==> src/rtl/mp_pkg.sv <==
package mp_pkg;

    localparam int PERIOD_W = 16;
    localparam logic [7:0] END_CODE = 8'hFF;

    typedef enum logic [1:0] {
        ST_LOAD  = 2'd0,
        ST_READY = 2'd1,
        ST_PLAY  = 2'd2,
        ST_DONE  = 2'd3
    } mp_state_t;

    // Clocks per pitch cycle at 12 MHz; octave in the upper nibble, degree in the lower.
    function automatic logic [PERIOD_W-1:0] note_period(input logic [7:0] code);
        logic [PERIOD_W-1:0] p;
        case (code)
            8'hA1: p = 16'd45872;
            8'hA2: p = 16'd40858;
            8'hA3: p = 16'd36408;
            8'hA4: p = 16'd34364;
            8'hA5: p = 16'd30612;
            8'hA6: p = 16'd27273;
            8'hA7: p = 16'd24296;
            8'hB1: p = 16'd22931;
            8'hB2: p = 16'd20432;
            8'hB3: p = 16'd18201;
            8'hB4: p = 16'd17180;
            8'hB5: p = 16'd15306;
            8'hB6: p = 16'd13636;
            8'hB7: p = 16'd12148;
            8'hC1: p = 16'd11478;
            8'hC2: p = 16'd10215;
            8'hC3: p = 16'd9140;
            8'hC4: p = 16'd8598;
            8'hC5: p = 16'd7653;
            8'hC6: p = 16'd6818;
            8'hC7: p = 16'd6072;
            8'hD1: p = 16'd5730;
            8'hD2: p = 16'd5106;
            8'hD3: p = 16'd4548;
            8'hD4: p = 16'd4294;
            8'hD5: p = 16'd3826;
            8'hD6: p = 16'd3409;
            8'hD7: p = 16'd3036;
            default: p = '0;
        endcase
        return p;
    endfunction

endpackage

==> src/rtl/mp_loader.sv <==
module mp_loader
    import mp_pkg::*;
#(
    parameter int SLOTS = 32,
    localparam int IDX_W = $clog2(SLOTS)
) (
    input  logic             clk,
    input  logic             rst_n,
    input  logic             wr_en,
    input  logic [7:0]       wr_byte,
    input  logic             rewind,
    input  logic [IDX_W-1:0] rd_idx,
    output logic [7:0]       rd_code,
    output logic             load_last
);

    localparam logic [IDX_W-1:0] LAST_SLOT = IDX_W'(SLOTS - 1);
    localparam logic [IDX_W-1:0] FINAL_WR  = IDX_W'(SLOTS - 2);

    logic [IDX_W-1:0] wptr_q;
    logic [7:0]       slot_q [SLOTS];

    always_ff @(posedge clk or negedge rst_n) begin
        if (!rst_n) begin
            wptr_q <= '0;
        end else if (rewind) begin
            wptr_q <= '0;
        end else if (wr_en) begin
            wptr_q <= wptr_q + 1'b1;
        end
    end

    always_ff @(posedge clk or negedge rst_n) begin
        if (!rst_n) begin
            for (int i = 0; i < SLOTS; i++) slot_q[i] <= '0;
        end else if (wr_en) begin
            slot_q[wptr_q] <= wr_byte;
        end
    end

    // The last slot always reads as the end marker so playback terminates.
    assign rd_code   = (rd_idx == LAST_SLOT) ? END_CODE : slot_q[rd_idx];
    assign load_last = wr_en && ((wr_byte == END_CODE) || (wptr_q == FINAL_WR));

    p_wptr_bound_r2: assert property (@(posedge clk) disable iff (!rst_n)
        wr_en |-> (wptr_q < LAST_SLOT));

endmodule

==> src/rtl/mp_ctrl.sv <==
module mp_ctrl
    import mp_pkg::*;
#(
    parameter int SLOTS      = 32,
    parameter int NOTE_SHIFT = 22,
    localparam int IDX_W = $clog2(SLOTS),
    localparam int PC_W  = NOTE_SHIFT + IDX_W
) (
    input  logic             clk,
    input  logic             rst_n,
    input  logic             rx_valid,
    input  logic             start,
    input  logic             load_last,
    input  logic [7:0]       cur_code,
    output logic             wr_en,
    output logic             rewind,
    output logic             playing,
    output logic [IDX_W-1:0] play_idx,
    output logic             freeze,
    output logic             done
);

    mp_state_t state_q, state_d;
    logic [PC_W-1:0] pcnt_q;

    always_comb begin
        state_d = state_q;
        unique case (state_q)
            ST_LOAD:  if (rx_valid && load_last) state_d = ST_READY;
            ST_READY: if (start) state_d = ST_PLAY;
            ST_PLAY:  if (cur_code == END_CODE) state_d = ST_DONE;
            ST_DONE:  state_d = ST_LOAD;
        endcase
    end

    always_ff @(posedge clk or negedge rst_n) begin
        if (!rst_n) state_q <= ST_LOAD;
        else        state_q <= state_d;
    end

    always_ff @(posedge clk or negedge rst_n) begin
        if (!rst_n) begin
            pcnt_q <= '0;
        end else if (state_q == ST_READY && start) begin
            pcnt_q <= '0;
        end else if (state_q == ST_PLAY) begin
            pcnt_q <= pcnt_q + 1'b1;
        end
    end

    always_comb begin
        wr_en   = (state_q == ST_LOAD) && rx_valid;
        rewind  = (state_q == ST_DONE);
        playing = (state_q == ST_PLAY);
        freeze  = (state_q == ST_PLAY);
        done    = (state_q == ST_DONE);
    end

    assign play_idx = pcnt_q[PC_W-1 -: IDX_W];

    p_start_ignored_r3: assert property (@(posedge clk) disable iff (!rst_n)
        (state_q == ST_LOAD && start) |=> (state_q != ST_PLAY));
    p_no_retrigger_r10: assert property (@(posedge clk) disable iff (!rst_n)
        (state_q == ST_PLAY && start && cur_code != END_CODE) |=>
            (state_q == ST_PLAY && pcnt_q == $past(pcnt_q) + 1'b1));
    p_done_pulse_r7: assert property (@(posedge clk) disable iff (!rst_n)
        done |=> !done);
    p_done_after_play_r7: assert property (@(posedge clk) disable iff (!rst_n)
        $rose(done) |-> $past(freeze));
    p_freeze_excl_r9: assert property (@(posedge clk) disable iff (!rst_n)
        !(freeze && done));

endmodule

==> src/rtl/mp_tone.sv <==
module mp_tone
    import mp_pkg::*;
(
    input  logic                clk,
    input  logic                rst_n,
    input  logic                playing,
    input  logic [7:0]          code,
    output logic [PERIOD_W-1:0] period,
    output logic                tone
);

    logic [PERIOD_W-1:0] period_q;
    logic [PERIOD_W-1:0] cnt_q;
    logic                tone_q;

    always_ff @(posedge clk or negedge rst_n) begin
        if (!rst_n) period_q <= '0;
        else        period_q <= playing ? note_period(code) : '0;
    end

    always_ff @(posedge clk or negedge rst_n) begin
        if (!rst_n) begin
            cnt_q  <= PERIOD_W'(1);
            tone_q <= 1'b0;
        end else begin
            cnt_q  <= (cnt_q >= period_q) ? PERIOD_W'(1) : cnt_q + 1'b1;
            tone_q <= (period_q != '0) && (cnt_q < (period_q >> 1));
        end
    end

    assign period = period_q;
    assign tone   = tone_q;

    p_silent_r8: assert property (@(posedge clk) disable iff (!rst_n)
        (period == '0) |=> !tone);

endmodule

==> src/rtl/melody_player.sv <==
module melody_player
    import mp_pkg::*;
#(
    parameter int SLOTS      = 32,
    parameter int NOTE_SHIFT = 22,
    localparam int IDX_W = $clog2(SLOTS)
) (
    input  logic        clk,
    input  logic        rst_n,
    input  logic        rx_valid,
    input  logic [7:0]  rx_byte,
    input  logic        start,
    output logic [15:0] period,
    output logic        tone,
    output logic        freeze,
    output logic        done
);

    logic             wr_en, rewind, load_last, playing;
    logic [IDX_W-1:0] play_idx;
    logic [7:0]       cur_code;

    mp_loader #(.SLOTS(SLOTS)) u_loader (
        .clk       (clk),
        .rst_n     (rst_n),
        .wr_en     (wr_en),
        .wr_byte   (rx_byte),
        .rewind    (rewind),
        .rd_idx    (play_idx),
        .rd_code   (cur_code),
        .load_last (load_last)
    );

    mp_ctrl #(.SLOTS(SLOTS), .NOTE_SHIFT(NOTE_SHIFT)) u_ctrl (
        .clk       (clk),
        .rst_n     (rst_n),
        .rx_valid  (rx_valid),
        .start     (start),
        .load_last (load_last),
        .cur_code  (cur_code),
        .wr_en     (wr_en),
        .rewind    (rewind),
        .playing   (playing),
        .play_idx  (play_idx),
        .freeze    (freeze),
        .done      (done)
    );

    mp_tone u_tone (
        .clk     (clk),
        .rst_n   (rst_n),
        .playing (playing),
        .code    (cur_code),
        .period  (period),
        .tone    (tone)
    );

endmodule

==> config.mk <==
export PLATFORM = sky130hd
export DESIGN_NAME = melody_player
export DESIGN_NICKNAME = d
export VERILOG_FILES = /design/src/rtl/mp_pkg.sv /design/src/rtl/mp_loader.sv /design/src/rtl/mp_ctrl.sv /design/src/rtl/mp_tone.sv /design/src/rtl/melody_player.sv
export SDC_FILE = /design/constraint.sdc
export NUM_CORES = 1
export LEC_CHECK = 0
export CORE_MARGIN = 2
export CORE_UTILIZATION = 40
export DETAILED_ROUTE_END_ITERATION = 6
export PLACE_DENSITY = 0.52
export SLEW_MARGIN = 20
export SYNTH_ARGS = -nofsm -noshare
export SYNTH_HDL_FRONTEND = slang
export SYNTH_SLANG_ARGS = --single-unit
==> constraint.sdc <==
create_clock -name clk -period 3.9 [get_ports clk]
set_input_delay 0.39 -clock clk [delete_from_list [all_inputs] [get_ports clk]]
set_output_delay 0.39 -clock clk [all_outputs]
set_load 0.05 [all_outputs]
==> key figures <==
Synth
  • Number of synthesized flops with an enable pin: 0
  • YS warnings: 0
  • Syn Inst Count: ~1,200
  • Post-Synthesis Cell Area: 15,900 um^2
  • Synth Area per Inst: 12.9 um^2
  • Most used DFF post-synth: dfrtp_1
  • Synth async-reset ratio: 100%
  • Syn Nets: between 1,000 and 1,500
  • Synth cell types: 71
  • Sequential-to-total area share from yosys stat: roughly 50%
  • Number of synthesized register bits: 315

Pwr
  • Leak pwr: 8.46 nW
  • P per Cell Area: 534 nW/um^2
  • Total Power: 9.72 mW
  • Peak supply drop: 0.446 mV

Placement
  • DP Area: 17,000 um^2
  • Placed Cells incl. Taps: 1,776
  • Post-DP HPWL: 27,000 um
  • Final GP Congestion: 0.877
  • I/O Buffers: 30
  • Dpl ws: between 0.15 and 0.2 ns

Floorplan
  • Vert. Die Dim: 203 um
  • Core Area: 38,900 um^2
  • Row Count: 72
  • Initial Util: 40.7%
  • Chip width: 203 um
  • Io pins: 31
  • Die ar.: between 40,000 and 50,000 um^2

Timing
  • Max Clock Freq: ~270 MHz
  • Final TNS setup: 0 ns
  • RSZ-0062 raised after global routing: false
  • Hold slack: 0.411 ns
  • Final Max Slew Viols: 0
  • Setup ws final: 0.188 ns
  • Max_slew headroom: 34.1%
  • Worst Tran Pin Value: 0.985 ns
  • Post-route minimum period: between 3 and 4 ns
  • Fin crit share: 95.2%
  • Final Hold Fails: 0
  • Setup Skew: 0.0255 ns
  • Setup violators final: 0

Global routing
  • GRT Overall Usage: between 20 and 25%
  • Initial antenna violation count: 0
  • First-pass GRT wire length: 63,200 um
  • Gr ovfl total: 0
  • Vias in the first global route: 10,500
  • Largest net degree at the start of global routing: 91

Clock tree
  • CTS sink cnt: 315
  • Insertion delay to the later sink of the worst-skew pair: 0.55 ns
  • CTS tree: done
  • Setup Fix Bufs, Post-CTS: 0
  • Clock tree root driver cell: clkbuf_16
  • CTS Buf Count: 37
  • Clock-pin transition on the worst setup and hold timing paths: 0.06 ns
  • Clock Tree Buf Depth: 3
  • H-tree depth: 2

Setup path
  • R2r startpoint: u_ctrl.pcnt_q[22]
  • Type of the worst setup path: reg -> reg
  • Reg2reg end: u_tone.period[13]
  • Required time worst endpoint: 4.34 ns
  • Critical-path top delay cell: or4_1
  • CP arrival: 4.16 ns
  • Startpoint Class: flip-flop
  • FF-to-FF path depth: 11
  • Worst path max stage delay: 0.69 ns
  • Critical Path End Type: flip-flop
  • CP max FO: 34
  • Critical Path Most Common Cell: buf_12
  • Worst R2R Setup Slack: ~0.19 ns
  • Crit path cell chain: buf_12 > mux4_2 > a22o_1 > or4_1 > nor4b_4 > buf_4 > o21ai_1 > nand3_1 > o41ai_4 > buf_12 > a41oi_1

Worst hold path
  • HP Class: in -> async

Layout
  • Layout cell share with drive strength beyond 1: between 30% and 40%
  • Post-route cell area: approximately 18,000 um^2
  • Final Util: 46.8%
  • Area grow syn2layout: 14.9%
  • Diodes inserted: 0
  • Final net count: 1,350
  • Post-Layout Cell Count: 1,843

Drt
  • Detailed Routing Iterations Pass 1: 5
  • Drt first-iter violations: between 500 and 600
  • Avg WL per Cell: around 22 um
  • DR vias/cell: 5.49
  • DRT Wirelength: 39,700 um
  • Post-route ant nets: 0
  • Vias post-DR: 10,100
  • Drt drc: 0

Run status
  • Outcome: complete, no violations

Job
  • Max-cap violations: 0
-- placed cells by master (no fill, tap or decap), types with 27 or more instances in the layout --
cell,Yosys,routed
clkbuf_16,0,38
mux2_2,257,257
dfrtp_1,314,311
buf_4,11,57
mux4_2,35,35
nand3_1,35,35
xor2_1,28,28
clkdlybuf4s50_1,0,29
nand2_1,80,80
ha_1,40,40
nor2_1,84,84
inv_1,27,27
-- cell type report --
cell class | instances | area (um^2)
Fill cell | 3552 | 20700
Sequential cell | 315 | 7890
Multi-Input combinational cell | 822 | 7470
Clock buffer | 52 | 1060
Timing Repair Buffer | 95 | 883
Tap cell | 518 | 648
Clock inverter | 14 | 165
Inverter | 27 | 101
-- cell usage after synthesis (11+ instances only) --
cell type / n / area (um^2)
buf_4: 11 / 82.6
xor2_1: 28 / 245
ha_1: 40 / 500
nand3_1: 35 / 175
mux2_2: 257 / 2890
clkbuf_1: 37 / 139
nor3_1: 13 / 65.1
xnor2_1: 12 / 105
nor2_1: 84 / 315
a21oi_1: 17 / 85.1
inv_1: 27 / 101
a21o_1: 15 / 113
a22oi_1: 11 / 82.6
nand4_1: 13 / 81.3
nand2_1: 80 / 300
mux4_1: 17 / 447
o21ai_0: 23 / 115
mux4_2: 35 / 788
and3_1: 22 / 138
dfrtp_1: 314 / 7860
-- layer usage --
metal	part of all wire [%]	vias up	wire length [um]	global-route usage (%)
met4	2.6	0	1040	6.80
met2	48	167	18900	32.5
met1	47	5234	18500	27.7
met5	0	-	0	0
li1	-	4648	-	-
met3	3.3	61	1290	2.95
-- sequential cells by signal (all words and copies together), names as in the netlist --
name / count
u_ctrl.pcnt_q: 27
u_loader.slot_q: 248
u_loader.wptr_q: 5
u_tone.period: 16
u_tone.tone: 1
u_ctrl.state_q: 2
u_tone.cnt_q: 16
-- timing repair --
item / CTS / global route
setup endpoints to repair: 0 / 2
endpoints found under the hold margin: 84 / 0
resized for setup: 0 / 1
hold buffers: 1 / 0
-- cell families after synthesis --
group | synth area share (%)
buffers and inverters | 3.24
flip-flops | 49.7
adder cells (fa/ha/maj) | 3.16
XOR/XNOR | 2.21
AND/OR/NAND/NOR | 9.58
AO/OA/AOI/OAI | 5.41
multiplexers | 26.7
-- critical path: cells and delay by family, from the launching register on --
family	cells	cell delay, ns
AOI/OAI and AO/OA	4	0.67
muxes	1	0.58
DFF	1	0.44
and+or+nand+nor	3	1.21
buffers and inverters	3	0.68
-- worst max path at each step --
stage          slack (ns)  depth (start not counted)               from                 to
2_1_floorplan        0.51                         14  u_ctrl.pcnt_q[22]   u_tone.period[9]
3_5_place_dp         0.19                         12  u_ctrl.pcnt_q[22]  u_tone.period[13]
5_1_grt              0.05                         13  u_ctrl.pcnt_q[22]  u_tone.period[13]
6_report             0.19                         11  u_ctrl.pcnt_q[22]  u_tone.period[13]
3_3_place_gp         0.24                         10  u_ctrl.pcnt_q[22]   u_tone.period[5]
4_1_cts              0.17                         12  u_ctrl.pcnt_q[22]  u_tone.period[13]
-- power breakdown --
part           leakage (nW)  total, mW  internal [mW]  switching (mW)
logic                  3.56       2.16           1.02            1.14
registers              4.30       4.07           3.78           0.285
clock network         0.602       3.50           2.11            1.39
total                  8.46       9.72           6.91            2.81
Note: power is estimated with default switching activity, not from simulation.
